==> src/rtl/bypass_pkg.sv <==
`timescale 1ns/1ps
package bypass_pkg;
    localparam int NUM_SRC = 2;

    typedef enum logic [1:0] {
        SRC_LATCH = 2'd0,
        SRC_NEAR  = 2'd1,
        SRC_OLD   = 2'd2
    } src_sel_e;
endpackage

==> src/rtl/wt_regfile.sv <==
`timescale 1ns/1ps
// Register file with write-before-read: a same-cycle write is seen by reads.
module wt_regfile #(
    parameter int XLEN  = 32,
    parameter int NREG  = 32,
    parameter int NRD   = 2,
    localparam int AW   = $clog2(NREG)
) (
    input  logic                     clk,
    input  logic                     rst_n,
    input  logic                     wr_en,
    input  logic [AW-1:0]            wr_addr,
    input  logic [XLEN-1:0]          wr_data,
    input  logic [NRD-1:0][AW-1:0]   rd_addr,
    output logic [NRD-1:0][XLEN-1:0] rd_data
);
    logic [NREG-1:0][XLEN-1:0] mem_d, mem_q;
    logic                      wr_live;

    assign wr_live = wr_en && (wr_addr != '0);

    always_comb begin
        mem_d = mem_q;
        if (wr_live) begin
            mem_d[wr_addr] = wr_data;
        end
    end

    always_ff @(posedge clk) begin
        if (!rst_n) begin
            mem_q <= '0;
        end else begin
            mem_q <= mem_d;
        end
    end

    for (genvar p = 0; p < NRD; p++) begin : g_rd
        always_comb begin
            if (rd_addr[p] == '0) begin
                rd_data[p] = '0;
            end else if (wr_live && (wr_addr == rd_addr[p])) begin
                rd_data[p] = wr_data;
            end else begin
                rd_data[p] = mem_q[rd_addr[p]];
            end
        end
    end
endmodule

==> src/rtl/operand_select.sv <==
`timescale 1ns/1ps
// Picks the newest value of one source operand, nearer result first.
module operand_select
    import bypass_pkg::*;
#(
    parameter int XLEN = 32,
    parameter int AW   = 5
) (
    input  logic [AW-1:0]   src,
    input  logic [XLEN-1:0] latched,
    input  logic            near_valid,
    input  logic [AW-1:0]   near_rd,
    input  logic [XLEN-1:0] near_data,
    input  logic            old_valid,
    input  logic [AW-1:0]   old_rd,
    input  logic [XLEN-1:0] old_data,
    output logic [XLEN-1:0] op,
    output src_sel_e        sel
);
    logic near_hit, old_hit;

    assign near_hit = near_valid && (near_rd != '0) && (near_rd == src);
    assign old_hit  = old_valid  && (old_rd  != '0) && (old_rd  == src);

    always_comb begin
        if (near_hit) begin
            op  = near_data;
            sel = SRC_NEAR;
        end else if (old_hit) begin
            op  = old_data;
            sel = SRC_OLD;
        end else begin
            op  = latched;
            sel = SRC_LATCH;
        end
    end
endmodule

==> src/rtl/load_use_detect.sv <==
`timescale 1ns/1ps
// Flags a decode instruction that reads the destination of a load in execute.
module load_use_detect #(
    parameter int AW   = 5,
    parameter int NSRC = 2
) (
    input  logic                  ex_valid,
    input  logic                  ex_is_load,
    input  logic [AW-1:0]         ex_rd,
    input  logic                  id_valid,
    input  logic [NSRC-1:0][AW-1:0] id_src,
    output logic                  stall
);
    logic [NSRC-1:0] hit;
    logic            load_live;

    assign load_live = ex_valid && ex_is_load && (ex_rd != '0);

    for (genvar s = 0; s < NSRC; s++) begin : g_cmp
        assign hit[s] = (id_src[s] == ex_rd);
    end

    assign stall = load_live && id_valid && (|hit);
endmodule

==> src/rtl/operand_bypass_unit.sv <==
`timescale 1ns/1ps
module operand_bypass_unit
    import bypass_pkg::*;
#(
    parameter int XLEN = 32,
    parameter int NREG = 32,
    localparam int AW  = $clog2(NREG)
) (
    input  logic            clk,
    input  logic            rst_n,
    input  logic            id_valid,
    input  logic            id_is_load,
    input  logic [AW-1:0]   id_rd,
    input  logic [AW-1:0]   id_rs1,
    input  logic [AW-1:0]   id_rs2,
    input  logic            res0_valid,
    input  logic [AW-1:0]   res0_rd,
    input  logic [XLEN-1:0] res0_data,
    input  logic            res1_valid,
    input  logic [AW-1:0]   res1_rd,
    input  logic [XLEN-1:0] res1_data,
    output logic            stall,
    output logic            ex_valid,
    output logic            ex_is_load,
    output logic [AW-1:0]   ex_rd,
    output logic [AW-1:0]   ex_rs1,
    output logic [AW-1:0]   ex_rs2,
    output logic [XLEN-1:0] ex_op_a,
    output logic [XLEN-1:0] ex_op_b,
    output logic [1:0]      ex_sel_a,
    output logic [1:0]      ex_sel_b
);
    typedef struct packed {
        logic                          valid;
        logic                          is_load;
        logic [AW-1:0]                 rd;
        logic [NUM_SRC-1:0][AW-1:0]    rs;
        logic [NUM_SRC-1:0][XLEN-1:0]  opnd;
    } ex_slot_t;

    ex_slot_t                      ex_d, ex_q;
    logic [NUM_SRC-1:0][AW-1:0]    id_src;
    logic [NUM_SRC-1:0][XLEN-1:0]  id_rdata;
    logic [NUM_SRC-1:0][XLEN-1:0]  fwd_op;
    src_sel_e                      fwd_sel [NUM_SRC];
    logic                          stall_w;

    assign id_src[0] = id_rs1;
    assign id_src[1] = id_rs2;

    wt_regfile #(.XLEN(XLEN), .NREG(NREG), .NRD(NUM_SRC)) u_rf (
        .clk     (clk),
        .rst_n   (rst_n),
        .wr_en   (res1_valid),
        .wr_addr (res1_rd),
        .wr_data (res1_data),
        .rd_addr (id_src),
        .rd_data (id_rdata)
    );

    load_use_detect #(.AW(AW), .NSRC(NUM_SRC)) u_haz (
        .ex_valid   (ex_q.valid),
        .ex_is_load (ex_q.is_load),
        .ex_rd      (ex_q.rd),
        .id_valid   (id_valid),
        .id_src     (id_src),
        .stall      (stall_w)
    );

    // Next execute slot: a bubble on stall, otherwise the decode instruction.
    always_comb begin
        if (stall_w) begin
            ex_d = '0;
        end else begin
            ex_d.valid   = id_valid;
            ex_d.is_load = id_valid && id_is_load;
            ex_d.rd      = id_valid ? id_rd : '0;
            ex_d.rs      = id_src;
            ex_d.opnd    = id_rdata;
        end
    end

    always_ff @(posedge clk) begin
        if (!rst_n) begin
            ex_q <= '0;
        end else begin
            ex_q <= ex_d;
        end
    end

    for (genvar g = 0; g < NUM_SRC; g++) begin : g_opsel
        operand_select #(.XLEN(XLEN), .AW(AW)) u_sel (
            .src        (ex_q.rs[g]),
            .latched    (ex_q.opnd[g]),
            .near_valid (res0_valid),
            .near_rd    (res0_rd),
            .near_data  (res0_data),
            .old_valid  (res1_valid),
            .old_rd     (res1_rd),
            .old_data   (res1_data),
            .op         (fwd_op[g]),
            .sel        (fwd_sel[g])
        );
    end

    assign stall      = stall_w;
    assign ex_valid   = ex_q.valid;
    assign ex_is_load = ex_q.is_load;
    assign ex_rd      = ex_q.rd;
    assign ex_rs1     = ex_q.rs[0];
    assign ex_rs2     = ex_q.rs[1];
    assign ex_op_a    = fwd_op[0];
    assign ex_op_b    = fwd_op[1];
    assign ex_sel_a   = fwd_sel[0];
    assign ex_sel_b   = fwd_sel[1];
endmodule

==> config.mk <==
export PLATFORM = sky130hd
export DESIGN_NAME = operand_bypass_unit
export DESIGN_NICKNAME = d
export VERILOG_FILES = /design/src/rtl/bypass_pkg.sv /design/src/rtl/wt_regfile.sv /design/src/rtl/operand_select.sv /design/src/rtl/load_use_detect.sv /design/src/rtl/operand_bypass_unit.sv
export SDC_FILE = /design/constraint.sdc
export NUM_CORES = 2
export LEC_CHECK = 0
export ABC_AREA = 0
export CELL_PAD_IN_SITES_DETAIL_PLACEMENT = 1
export CELL_PAD_IN_SITES_GLOBAL_PLACEMENT = 1
export CORE_MARGIN = 10
export CORE_UTILIZATION = 48
export CTS_CLUSTER_DIAMETER = 100
export CTS_CLUSTER_SIZE = 24
export DETAILED_ROUTE_END_ITERATION = 12
export PLACE_DENSITY_LB_ADDON = 0.1
export SETUP_SLACK_MARGIN = 0.02
export SKIP_CTS_REPAIR_TIMING = 1
export SYNTH_ARGS = -nofsm -noshare
export SYNTH_HDL_FRONTEND = slang
export SYNTH_SLANG_ARGS = --single-unit
==> constraint.sdc <==
create_clock -name clk -period 5.4 [get_ports clk]
set_input_delay 0.54 -clock clk [delete_from_list [all_inputs] [get_ports clk]]
set_output_delay 0.54 -clock clk [all_outputs]
set_load 0.05 [all_outputs]
---- Word-level counts from Yosys, hierarchy flattened ----
Index checks and enable logic that the tools add are counted.
cells by class
  $lt $le $gt $ge ......................... 4
  equal/unequal tests ..................... 8
  multiplexer cells ....................... 17
  bitwise logic cells ..................... 2
  reductions and logical operators ........ 24
operators with widths
  operator                                                            number
  bitwise mux 1024 bit                                                1
  binary-select mux 32 bit (select 5 bit)                             2
  two-way mux 32 bit                                                  9
  demux 32 bit (select 5 bit)                                         1
  == test 5 bit                                                       8
  < comparator 5 x 6 -> 1 bit (second input constant)                 3
  nonzero test 5 bit                                                  3
  logical AND 1 bit                                                   14
  zero test 5 bit                                                     2
  OR reduction 3 bit                                                  3
  two-way mux 2 bit                                                   4
  greater-or-equal comparator 5 x 1 -> 1 bit (second input constant)  1
  OR reduction 2 bit                                                  2
  inverter 1 bit                                                      2
word-level totals
  register bits after elaboration ......... 1105
  input port bits ......................... 95
  output and inout bits ................... 86

---- Logic depth before layout (Yosys ltp) ----
  word-level depth ........................ 5
  depth in mapped cells ................... 9
  depth with buffers taken out ............ 6

---- Hierarchy ----
Synthesis repeated with hierarchy kept, for this count alone.
second synthesis, totals
  cells, all modules ...................... 6754
  area total of the unflattened synthesis .. 61187.4 µm²
by module, submodules not included
  module               instances  cells an instance  area an instance (µm²)
  wt_regfile           1          6171               55513.2
  operand_select       2          186                1497.7
  operand_bypass_unit  1          194                2549.9
  load_use_detect      1          17                 128.9

---- Worst setup path before layout ----
OpenSTA, ideal clock, no wires.
  path kind ............................... input -> output
  start ................................... in res1_rd[0]
  end ..................................... out ex_op_a[19]
  data arrival time ....................... 2.883 ns
  path slack .............................. 1.977 ns
  cell stages on the path ................. 7
  path buffers ............................ 2
  cells stage by stage .................... or2_1 -> buf_6 -> o41ai_4 -> nor4_4 -> buf_4 -> mux2i_1 -> o21ai_0
between the ends
  word-level cells in the longest chain between the ends .. 5
ends and longest elaborated chain
  item                    RTL line                   text
  from (decl)             operand_bypass_unit.sv:20  input logic [AW-1:0] res1_rd,
  nonzero test 5 bit      operand_select.sv:23       assign old_hit = old_valid && (old_rd != '0) && (old_rd == src);
  logical AND 1 bit       operand_select.sv:23
  logical AND 1 bit (*)   operand_select.sv:23
  two-way mux 32 bit (*)  operand_select.sv:29       end else if (old_hit) begin
  two-way mux 32 bit (*)  operand_select.sv:26       if (near_hit) begin
  to (decl)               operand_bypass_unit.sv:28  output logic [XLEN-1:0] ex_op_a,
Mark *: on every way between the ends. The rest lies on a longest branch, timed or not.

---- Worst setup path after layout ----
  start ................................... in res1_rd[0]
  end ..................................... out ex_op_a[13]
The elaborated chain is that of the path after synthesis.

==> flow_summary.yaml <==
outcome:
  outcome: "completed"
critical_path:
  path_class: "in2out"
  cp_top_family: "buffers and inverters"
  critPathMaxFanout: 33
  crit_required_ps: 4860
  crit_top_cell: "clkdlybuf4s50_1"
  critPathLaunchType: "primary input"
  cpMaxStageDelayCell: "clkdlybuf4s50_1"
  cp-end-kind: "output port"
  crit_arrival_ps: 3970
  cp_slowest_stage_delay_ps: 840
  crit_path_cell_trace: "clkdlybuf4s50_1, buf_4, or2_1, o41ai_4, nor4_4, buf_12, mux2i_1, o21ai_0, clkdlybuf4s50_1"
  path_buf_inv: 4
sta:
  tightest_slew_ps: 1460
  relSlewSlack: 0.0224
  timing.final.crit_share: 0.836
  final-setup-viol-count: 0
  setup-tns-final_ps: 0
  period_minus_slack_ps: 4510
  drv_slew: 0
  hold_violations: 0
  finalClockSkew_ps: 23.4
  max_freq_mhz: 222
  rsz0062_at_grt: "false"
worst_hold_path:
  min_path_type: "in2reg"
floorplan:
  start_util: 0.485
  die_w_um: 368
  rows: 127
  ios: 181
  dieHeight_um: 368
  die_area_sq_mm: 0.136
  core-area_sq_mm: 0.120
logic_synthesis:
  yosys.area.top_type: "dfxtp_1"
  synth.top_cell.area_share: 0.380
  synth_seq_cells: 1105
  yosysSeqAreaShare: 0.380
  synth.distinct_cells: 48
  yosys-top-cells-area: "dfxtp_1 (38%), mux4_2 (15%), nand2_1 (14%)"
  synth-edff-count: 0
  synth_area_sq_mm: 0.0582
  synth_ff_type: "dfxtp_1"
  async_reset_ff_frac: 0
  syn_nets: 6588
  netlist_instances: 6493
  syn_area_per_cell_sq_um: 8.97
  ys_warn_count: 0
pwr:
  p_leak_uw: 0.0195
  ir_drop_mv: 0.244
  power-per-cell-area_mw_per_mm2: 244
clocking:
  clockBufferDepth: 3
  clock_latency_ps: 720
  numCtsBuffers: 53
  cts.sinks: 1105
  cts_tree: "done"
  htreeDepth: 2
  path_clk_slew_ps: 100
  cts_root_buf: "clkbuf_16"
routing:
  drt_first_iter_violations: 5849
  vias_per_cell: 6.65
  first_pass_iters: 5
  ant_nets: 0
  drcViolationCount: 0
  wl_per_cell_um: 31.5
  vias: 52000
  wl_mm: 246
placement:
  portBuffers: 180
  place.gp.congestion: 0.876
  dp_hpwl_mm: 148
  dp_cells: 7749
finish:
  finalNonFillerCells: 7819
  final_core_util: 0.521
  area_growth_pct: 7.57
  fin_nets: 6287
  final_layout_size_suffix_gt1_frac: 0.123
  final_common_cell: "nand2_1"
  layout_common_cells: "nand2_1 (2180), dfxtp_1 (1105), a21boi_0 (992)"
global_route:
  antenna_found_initial: 7
  grt_max_degree: 213
  overflow: 0
  grt_use_total: 0.351
  grt_pass1_vias: 52900
  grt_pass1_wl_mm: 359
run:
  cap_violations: 0
-- metal layers --
| layer | vias to the layer above | global-route usage | share of wire |
|---|---|---|---|
| met4 | 2 | 0.168 | 0.053 |
| li1 | 22100 | - | - |
| met3 | 534 | 0.0804 | 0.10 |
| met1 | 26800 | 0.461 | 0.40 |
| met2 | 2619 | 0.543 | 0.44 |
| met5 | - | 0 | 0.000069 |
-- kinds of logic (layout without fill, tap and decap cells) --
| group | Yosys count | after routing | share of synthesized area |
|---|---|---|---|
| xor+xnor | 40 | 40 | 0.00602 |
| other cells | 0 | 2 | 0 |
| buf+inv | 710 | 422 | 0.0517 |
| compound gates | 1572 | 1572 | 0.200 |
| simple gates | 2361 | 2361 | 0.158 |
| flops | 1105 | 1105 | 0.380 |
| mux | 705 | 705 | 0.204 |
-- metrics by stage --
stage	setup slack [ps]	area, sq um	power (uW)	hold slack (ps)
final	885	62600	15300	283
after detailed placement	876	61100	10600	469
after global routing	712	62600	15600	267
after global placement	1000	61100	10600	457
after CTS	862	62600	15200	236
after floorplan	1980	58200	9730	447
-- cells in the mapped netlist (all sizes together) (24+ instances only) --
cell type	number
xnor2	24
mux2i	317
nand2	2211
a21oi	130
clkbuf	560
a21boi	992
nor2	41
a32o	62
buf	148
and2	46
o2111ai	65
o21ai	131
dfxtp	1105
mux4	386
a221oi	187
-- state kept, by name (all words and copies together) (netlist names) --
register,cells
ex_is_load,1
ex_q,64
ex_valid,1
ex_rd,5
ex_rs2,5
u_rf.mem_q,1024
ex_rs1,5
-- final cells by class --
type	count	area, sq um
fill	13600	57500
multi-input combinational	4678	33500
sequential	1105	22100
timing repair buffer	352	3540
tap	1612	2020
clock buffer	60	1410
clock inverter	8	65.1
inverter	2	7.51
antenna	2	5.00
-- path summary, 6_finish.rpt --
check,startpoint,end,slack [ps],cells after the start
max,res1_rd[0],ex_op_a[13],890,9
max reg2reg,ex_rd[0],ex_q[17],2520,7
min,id_rs2[4],ex_rs2[4],280,2
min reg2reg,u_rf.mem_q[141],u_rf.mem_q[141],480,2
-- worst reg2reg max path: stages (launching register included) --
cell and delay (ps):
dfxtp_1 370, or4_1 530, o2111ai_1 230, a21oi_2 80, buf_4 240, nor3_4 760
buf_4 410, a32o_1 230
-- where the power goes --
group | total (uW) | switching [uW] | leakage, uW | internal [uW]
combinational | 2150 | 1440 | 0.00988 | 707
clock | 4800 | 2930 | 0.000713 | 1870
sequential | 8330 | 96.1 | 0.00892 | 8240
Note: power is estimated with default switching activity, not from simulation.
